[src/rtl/scan_mode_decoder.sv]
module scan_mode_decoder #(
  parameter int IR_W = 8
) (
  input  logic            tck,
  input  logic            rst_n,
  input  logic            tlr,
  input  logic            update_ir,
  input  logic            capture_dr,
  input  logic            shift_dr,
  input  logic            rti,
  input  logic [IR_W-1:0] ir_in,
  input  logic [1:0]      op_sel,
  input  logic            tdi,
  input  logic            bsr_tdo,
  output logic            sel_bsr,
  output logic            test_mode,
  output logic            out_hiz,
  output logic [1:0]      cap_mode,
  output logic            toggle_en,
  output logic [3:0]      run_op_en,
  output logic            tdo
);
  localparam logic [IR_W-1:0] OP_BYPASS = '1;
  localparam logic [IR_W-1:0] OP_EXTEST = IR_W'(0);
  localparam logic [IR_W-1:0] OP_SAMPLE = IR_W'(1);
  localparam logic [IR_W-1:0] OP_FLOAT  = IR_W'(2);
  localparam logic [IR_W-1:0] OP_CLAMP  = IR_W'(3);
  localparam logic [IR_W-1:0] OP_RUN    = IR_W'(4);
  localparam logic [IR_W-1:0] OP_READ   = IR_W'(5);
  localparam logic [IR_W-1:0] OP_SELF   = IR_W'(6);
  localparam logic [IR_W-1:0] OP_TOGGLE = IR_W'(7);

  localparam logic [1:0] CAP_PINS = 2'd0;
  localparam logic [1:0] CAP_HOLD = 2'd1;
  localparam logic [1:0] CAP_INV  = 2'd2;
  localparam logic [1:0] CAP_TOG  = 2'd3;

  logic [IR_W-1:0] active;
  logic            byp;
  logic            run_sel, tog_sel;

  always_ff @(posedge tck or negedge rst_n)
    if (!rst_n)         active <= OP_BYPASS;
    else if (tlr)       active <= OP_BYPASS;
    else if (update_ir) active <= ir_in;

  always_ff @(posedge tck or negedge rst_n)
    if (!rst_n)          byp <= 1'b0;
    else if (capture_dr) byp <= 1'b0;
    else if (shift_dr)   byp <= tdi;

  always_comb begin
    sel_bsr   = 1'b0;
    test_mode = 1'b0;
    out_hiz   = 1'b0;
    cap_mode  = CAP_HOLD;
    run_sel   = 1'b0;
    tog_sel   = 1'b0;
    case (active)
      OP_EXTEST: begin sel_bsr = 1'b1; test_mode = 1'b1; cap_mode = CAP_PINS; end
      OP_SAMPLE: begin sel_bsr = 1'b1; cap_mode = CAP_PINS; end
      OP_FLOAT:  out_hiz = 1'b1;
      OP_CLAMP:  test_mode = 1'b1;
      OP_RUN:    begin test_mode = 1'b1; run_sel = 1'b1; end
      OP_READ:   sel_bsr = 1'b1;
      OP_SELF:   begin sel_bsr = 1'b1; cap_mode = CAP_INV; end
      OP_TOGGLE: begin test_mode = 1'b1; cap_mode = CAP_TOG; tog_sel = 1'b1; end
      default:   ;
    endcase
  end

  assign toggle_en = tog_sel & rti;
  assign run_op_en = (run_sel & rti) ? (4'b0001 << op_sel) : 4'b0000;
  assign tdo       = sel_bsr ? bsr_tdo : byp;
endmodule

[config.mk]
export PLATFORM = sky130hd
export DESIGN_NAME = scan_mode_decoder
export DESIGN_NICKNAME = d
export VERILOG_FILES = /design/src/rtl/scan_mode_decoder.sv
export SDC_FILE = /design/constraint.sdc
export NUM_CORES = 1
export LEC_CHECK = 0
export BUFFER_PORTS_ARGS = -buffer_cell sky130_fd_sc_hd__buf_2
export CAP_MARGIN = 20
export CORE_MARGIN = 2
export CORE_UTILIZATION = 37
export CTS_CLUSTER_SIZE = 20
export DETAILED_ROUTE_END_ITERATION = 8
export GPL_TIMING_DRIVEN = 0
export PLACE_DENSITY = 0.83
export SKIP_CTS_REPAIR_TIMING = 1
export SYNTH_ARGS = -nofsm -noshare
export SYNTH_HDL_FRONTEND = slang
export SYNTH_SLANG_ARGS = --single-unit
[constraint.sdc]
create_clock -name tck -period 1.8 [get_ports tck]
set_input_delay 0.27 -clock tck [delete_from_list [all_inputs] [get_ports tck]]
set_output_delay 0.27 -clock tck [all_outputs]
set_load 0.1 [all_outputs]
==> impl_metrics.toml, run 1 <==
[timing]
fin_crit_sh_pct = 128
drv_slew = 0
fin_crit_ns = 2.30
worst_slack_ns = -0.498
rsz0062_at_grt = "yes"
setup_viol = 11
setup_tns_ns = -3.88
fin_skew_ns = 0
holdWs_ns = 0.163
hold_viol_final = 0
fmax_ghz = 0.435
worstMarginPinSlew_ns = 0.456
slew_headroom_pct = 69.6

[power]
clock_power_share_pct = 32.0
power.total_uw = 475
p_int_uw = 352
p_sw_uw = 124
powerDensity_mw_per_mm2 = 507
p_comb_share_pct = 18.2
leakagePower_nw = 0.416
sequentialPowerShare_pct = 49.8
swShare_pct = 26.0
vdd.ir_drop.worst_mv = 0.358

[setup_path]
crit_type = "flop to output port"
critical_path_required_ns = 1.53
start_kind = "flop"
path_max_fanout = 4
crit_path_end_kind = "output port"
cp.arrival_ns = 2.03

[cells_and_area]
nets = 107
syn_to_final_growth_pct = 75.4
fin_util_pct = 71.1
n_antenna_cell = 0
drive_gt1_share_pct = 62.1
filler_cell_count = 96

[logic_synthesis]
yosysTopAreaCell = "dfstp_2"
syn_area_um2 = 534
ys_ff_latch = 9
yosysSeqAreaShare_pct = 44.0
syn_inst = 51
avgSynthCellArea_um2 = 10.5
synthTopCellsByArea = "dfstp_2 39%, a211o_1 9.8%, nor2b_1 7.0%, and3_1 4.7%, dfrtp_1 4.7%"
synth_fp_nets = 70
synth_warnings = 0
synth_top_area_share_pct = 39.3
synthDistinctLibCells = 22

[clock_network]
cts_max_level = 1
cts.path.max_buffers = 2
clk_latency_ns = 0.26
numCtsBuffers = 3
clkTransAtPathRegs_ns = 0.06
cts-root-buf = "clkbuf_4"
clock_sinks = 9
cts_tree = "built"

[grt]
grt_pass1_vias = 500
antenna_found_initial = 0
grt_pass1_wl_um = 2060
grt_use_total_pct = 15.2
grt-ovfl-total = 0
grt_max_degree = 11

[detailed_routing]
drt-total-wl_um = 1430
viasPerCell = 5.27
wl_per_cell_um = 14.0
ant_nets = 0
vias = 538
drtIter0Drc = 7
first_pass_iters = 4
drc = 0

[floorplan]
rows = 13
die_y_um = 42
die_x_um = 42
die_area_mm2 = 0.00176
core_mm2 = 0.00132
ios = 30
start_util_pct = 40.6

[outcome]
violations = "negative setup slack"
status = "finished, violations left"

[placement]
pre_cts_slack_ns = -0.420
dp_hpwl_um = 893
portBuffers = 29
gp_congestion = 0.707

[worst_hold_path]
min_path_type = "input port to flop"

[flow_run]
drv_cap = 0
==> final timing paths <==
check                      startpoint   endpoint  slack, ns  cells after the start
hold / removal             capture_dr        byp       0.16                      2
setup reg to reg            active[2]  active[2]       0.92                      2
hold reg to reg                   byp        byp       0.54                      2
setup / recovery            active[3]        tdo      -0.50                      5
min in group asynchronous       rst_n        byp       0.38                      2
max in group asynchronous       rst_n  active[7]       1.18                      2
==> kinds of logic after synthesis <==
logic type	Yosys count	synth area share, %
compound gates	11	18.5
buf+inv	3	2.11
flops	9	44.0
mux	3	5.85
simple gates	25	29.5
==> state kept, by name, summed over array words and instances, names as in the netlist <==
register	cells
byp	1
active	8
==> layout make-up <==
type	instances	area, µm²	area share, %
tap	15	18.8	2.00
timing repair buffer	32	325	34.7
clock buffer	4	26.3	2.80
inverter	2	7.51	0.801
multi-input combinational	39	320	34.2
buffer	1	3.75	0.401
sequential	9	235	25.1
==> synth_stat cells (all sizes together) <==
| master | n |
|---|---|
| clkbuf | 1 |
| a21boi | 1 |
| and3 | 4 |
| inv | 2 |
| or4 | 1 |
| o21ai | 1 |
| and2 | 2 |
| nand2 | 3 |
| o211ai | 1 |
| mux2i | 2 |
| a211o | 6 |
| o21a | 1 |
| dfstp | 8 |
| nor2 | 5 |
| a21o | 1 |
| nor2b | 6 |
| and4 | 1 |
| dfrtp | 1 |
| and4b | 2 |
| mux2 | 1 |
| nand3 | 1 |
==> critical path, cell delays in order, from the launching register on <==
cell and delay, ns:
dfstp_2 0.37, or4_4 0.53, nor2_4 0.15, a21boi_4 0.22, mux2_4 0.33, buf_12 0.17
==> cell usage in the layout, fill, tap and decap left out, drive strengths merged, types with 2 or more instances in the layout <==
cell type,synthesis,layout
buf,0,31
dfstp,8,8
nor2b,6,6
a211o,6,6
nor2,5,5
clkbuf,1,5
and3,4,4
nand2,3,3
inv,2,2
and4b,2,2
mux2i,2,2
and2,2,2
==> power by group through the flow <==
stage                     logic (mW)  clock network (mW)  registers [mW]
after floorplan               0.0454                   0           0.236
after global placement        0.0758                   0           0.238
after detailed placement      0.0785                   0           0.239
after CTS                     0.0791               0.160           0.236
after global routing          0.0949               0.166           0.239
final                         0.0863               0.152           0.237
==> per-stage QoR <==
stage / cell area [µm²] / std cells
6_report: 937 / 102
5_1_grt: 937 / 102
4_1_cts: 748 / 99
3_5_place_dp: 722 / 95
3_3_place_gp: 722 / 95
2_1_floorplan: 558 / 51
==> layer usage <==
metal  GRT usage, %  wire length (µm)
met1           19.0               548
met2           24.7               806
met3           1.72                75
met4           9.68                 0
met5              0                 0
(Power assumes the default switching activity.)
==> run 2: changes to the inputs <==
Settings changed: CORE_UTILIZATION 37 to 36, PLACE_DENSITY 0.83 to 0.81.
==> run 2 against run 1 <==
Critical path type unchanged. Final cell count decreased by 0.98%. Via count decreased by 2.0%. Die area increased by 2.5%. Cell area decreased by 2.4%. The run still ends with negative setup slack left. Worst hold slack got worse by 0.0049 ns. Critical path depth unchanged. Largest power group unchanged. Total power decreased by 0.35%. Wire length decreased by 8.0%. First-iteration DRC count decreased by 57%. Global-route usage increased by 0.22 points. Sequential share of layout area increased by 0.62 points. Non-clock buffer count decreased by 1.
==> impl_metrics.toml, run 2 (synthesized netlist as in run 1, its figures left out) <==
[detailed_routing]
first_pass_iters = 4
drc = 0
drt-total-wl_um = 1320
viasPerCell = 5.22
wl_per_cell_um = 13.0
vias = 527
ant_nets = 0
drtIter0Drc = 3

[clock_network]
cts_tree = "built"
clkTransAtPathRegs_ns = 0.06
cts_max_level = 1
numCtsBuffers = 3
clock_sinks = 9
cts.path.max_buffers = 2
cts-root-buf = "clkbuf_4"
clk_latency_ns = 0.25

[cells_and_area]
largest_register = "active"
filler_cell_count = 101
final_common_cell = "buf_2"
final_cell_mix = "19 x buf_2, 9 x buf_12, 8 x dfstp_2, 6 x nor2b_1, 6 x a211o_1"
regArea_um2 = 235
drive_gt1_share_pct = 62.8
syn_to_final_growth_pct = 71.2
largest_reg_flops = 8
final_cells = 101
multiInputGateArea_um2 = 315
n_antenna_cell = 0
nets = 106
top_regs = "active x8, byp x1"

[flow_run]
drv_cap = 0

[outcome]
status = "finished, violations left"
violations = "negative setup slack"

[placement]
gp_congestion = 0.749
pre_cts_slack_ns = -0.425
placed_cells = 95
dp_hpwl_um = 964
portBuffers = 29

[grt]
grt_max_degree = 11
grt-ovfl-total = 0
grt_pass1_vias = 521
grt_pass1_wl_um = 2110
grt_use_total_pct = 15.4
antenna_found_initial = 0

[power]
sequentialPowerShare_pct = 49.9
leakagePower_nw = 0.415
p_int_uw = 351
powerDensity_mw_per_mm2 = 518
clock_power_share_pct = 31.8
p_comb_share_pct = 18.3
vdd.ir_drop.worst_mv = 0.472
swShare_pct = 25.8
power.total_uw = 474
p_sw_uw = 122

[floorplan]
die_area_mm2 = 0.00181
rows = 13
die_x_um = 42.5
die_y_um = 42.5
core_mm2 = 0.00135
ios = 30
start_util_pct = 39.6

[timing]
fmax_ghz = 0.436
rsz0062_at_grt = "yes"
worst_slack_ns = -0.493
worstMarginPinSlew_ns = 0.484
slew_headroom_pct = 68.0
drv_slew = 0
fin_skew_ns = 0
fin_crit_sh_pct = 127
hold_viol_final = 0
setup_viol = 11
fin_crit_ns = 2.29
setup_tns_ns = -3.76

[worst_hold_path]
holdPathEnd = "byp"
min_path_type = "input port to flop"
hp-start = "capture_dr"
holdPathStages = 2

[setup_path]
r2r_start = "active[2]"
crit_slowest_cell = "or4_4"
path_cells = "or4_4 > nor2_4 > a21boi_4 > mux2_4 > buf_12"
critical_path_required_ns = 1.53
crit_family = "simple AND/OR/NAND/NOR gates"
path_max_fanout = 6
cp_num_buf_inv = 1
crit_path_end_kind = "output port"
slowest_delay_ns = 0.54
cp.arrival_ns = 2.02
start_kind = "flop"
worst-r2r-setup-slack_ns = 0.91
crit_type = "flop to output port"
worstRegToRegCells = 2
r2r-end = "active[2]"
==> run 2: per-stage QoR <==
step	hold WS [ns]	cell area [µm²]	utilization, %
final	0.158	915	67.7
after global routing	0.167	915	67.7
after CTS	-0.147	748	55.4
after detailed placement	0.129	722	53.5
after global placement	0.125	722	53.5
after floorplan	-0.0256	558	-
==> run 2: power by group through the flow <==
stage | clock network, mW | logic (mW) | registers, mW
global route | 0.164 | 0.0956 | 0.239
global placement | 0 | 0.0762 | 0.238
detailed placement | 0 | 0.0791 | 0.239
CTS | 0.157 | 0.0795 | 0.237
floorplan | 0 | 0.0454 | 0.236
finish | 0.150 | 0.0868 | 0.237
==> run 2: cell type report <==
type / instances / share of cell area (%)
tap: 15 / 2.05
clock buffer: 4 / 2.87
multi-input combinational: 39 / 34.5
timing repair buffer: 31 / 33.7
buffer: 1 / 0.410
sequential: 9 / 25.7
inverter: 2 / 0.821
==> run 2: routing by layer <==
| metal | global-route usage [%] | share of wire [%] |
|---|---|---|
| met5 | 0 | 0 |
| met1 | 17.3 | 39 |
| met4 | 7.50 | 0.53 |
| met3 | 1.29 | 5.5 |
| met2 | 28.6 | 55 |
==> run 2: worst register-to-register path, stage by stage (launching register included) <==
cell,delay [ns]
dfstp_2,0.58
nor2b_1,0.15
a211o_1,0.11
==> run 2: how the worst max path moves through the flow <==
stage	from	end	slack, ns	cells after the start
global route	active[4]	tdo	-0.54	5
finish	active[4]	tdo	-0.49	5
global placement	active[4]	run_op_en[1]	-0.40	5
detailed placement	active[4]	run_op_en[2]	-0.42	5
CTS	active[4]	run_op_en[2]	-0.73	5
floorplan	active[4]	tdo	-0.60	4
==> run 3: changes to the inputs <==
Settings changed: CELL_PAD_IN_SITES_DETAIL_PLACEMENT set to 1, CELL_PAD_IN_SITES_GLOBAL_PLACEMENT set to 1, CORE_ASPECT_RATIO set to 1.4, CORE_UTILIZATION 36 to 27, PLACE_DENSITY 0.81 to 0.83.
==> run 3 against run 2 <==
The flow still finishes with violations (negative setup slack). Combinational power is 0.5% higher. Global-route usage is 2.3 points lower. Sequential power hardly changed. Wire length is 15% higher. Clock-buffer cell count stayed put. Final cell count is 6.9% higher. Worst hold slack worse by 0.0065 ns. Register-to-register slack hardly changed. Core utilization is 20 points lower. Critical path type unchanged. Critical endpoint unchanged. Highest routed layer unchanged.
==> impl_metrics.toml, run 3 (synthesized netlist as in run 1, its figures left out) <==
[timing]
slew_headroom_pct = 67.5
worst_slack_ns = -0.472
fin_crit_ns = 2.27
setup_viol = 11
hold_viol_final = 0
fin_crit_sh_pct = 126
rsz0062_at_grt = "yes"
holdWs_ns = 0.151
fmax_ghz = 0.440
fin_skew_ns = 0
worstMarginPinSlew_ns = 0.491
drv_slew = 0

[clock_network]
clock_sinks = 9
clkTransAtPathRegs_ns = 0.06
numCtsBuffers = 3
cts_max_level = 1
clk_latency_ns = 0.26
cts.path.max_buffers = 2
cts_tree = "built"
cts-root-buf = "clkbuf_4"

[setup_path]
crit_type = "flop to output port"
crit_slowest_cell = "or4_4"
r2r_start = "active[2]"
crit_family = "simple AND/OR/NAND/NOR gates"
crit_start = "active[4]"
crit_path_end_kind = "output port"
cp_num_buf_inv = 1
cp.arrival_ns = 2.00
slowest_delay_ns = 0.54
path_cells = "or4_4 > nor2_4 > a21boi_4 > mux2_4 > buf_12"
critical_path_required_ns = 1.53
path_max_fanout = 5
start_kind = "flop"

[floorplan]
die_area_mm2 = 0.00236
ios = 30
core_mm2 = 0.00193
start_util_pct = 27.7
die_y_um = 56.6
rows = 19
die_x_um = 41.6

[grt]
grt_pass1_vias = 539
grt_pass1_wl_um = 2320
grt-ovfl-total = 0
antenna_found_initial = 0
grt_max_degree = 11
grt_use_total_pct = 13.1

[detailed_routing]
viasPerCell = 5.01
drt-total-wl_um = 1520
first_pass_iters = 3
vias = 541
wl_per_cell_um = 14.1
drc = 0
drtIter0Drc = 2
ant_nets = 0

[cells_and_area]
multiInputGateArea_um2 = 317
nets = 107
n_antenna_cell = 0
largest_reg_flops = 8
final_common_cell = "buf_2"
final_cell_mix = "19 x buf_2, 9 x buf_12, 8 x dfstp_2, 6 x nor2b_1, 6 x a211o_1"
drive_gt1_share_pct = 62.1
regArea_um2 = 235
largest_register = "active"
top_regs = "active x8, byp x1"
syn_to_final_growth_pct = 73.5
filler_cell_count = 217

[power]
vdd.ir_drop.worst_mv = 0.401
powerDensity_mw_per_mm2 = 518
leakagePower_nw = 0.414

[placement]
gp_congestion = 0.682
portBuffers = 29
dp_hpwl_um = 1110
pre_cts_slack_ns = -0.430

[worst_hold_path]
min_path_type = "input port to flop"
hp-start = "capture_dr"

[outcome]
status = "finished, violations left"
violations = "negative setup slack"

[flow_run]
drv_cap = 0
-- run 3: cell count changes in the layout (fill, tap and decap cells not counted), sizes merged --
cell  previous run  this run
buf             30        31
-- run 3: cell type report --
class | instances | share of cell area, %
buffer | 1 | 0.405
clock buffer | 4 | 2.83
inverter | 2 | 0.810
multi-input combinational | 39 | 34.1
sequential | 9 | 25.4
tap | 21 | 2.83
timing repair buffer | 32 | 33.6
-- run 3: final timing paths --
path                                   to  slack, ns  cells past startpoint
worst min-delay path                  byp       0.15                      2
worst max-delay path                  tdo      -0.47                      5
min in group asynchronous             byp       0.38                      2
worst max register to register  active[2]       0.91                      2
worst min register to register        byp       0.53                      2
max in group asynchronous       active[2]       1.18                      2
-- run 3: report_power, final --
group          total [mW]  leakage [nW]  internal (mW)  switching [mW]
clock               0.157        0.0150         0.0855          0.0711
sequential          0.237        0.0976          0.225          0.0116
combinational      0.0872         0.302         0.0414          0.0458
total               0.480         0.414          0.352           0.129
-- run 3: metal layers --
layer / GRT usage [%] / part of all wire, %
met1: 12.1 / 33
met2: 25.0 / 58
met3: 1.61 / 5.1
met4: 9.68 / 4.2
met5: 0 / 0
-- run 3: through the flow --
step	util, %	power, mW	instance area [µm²]	setup TNS, ns	cells
2_1_floorplan	-	0.281	558	-1.55	51
3_3_place_gp	37.9	0.315	729	-2.56	101
3_5_place_dp	37.9	0.320	729	-2.79	101
4_1_cts	39.2	0.483	756	-5.94	105
5_1_grt	48.1	0.501	927	-4.42	108
6_report	48.1	0.480	927	-3.90	108
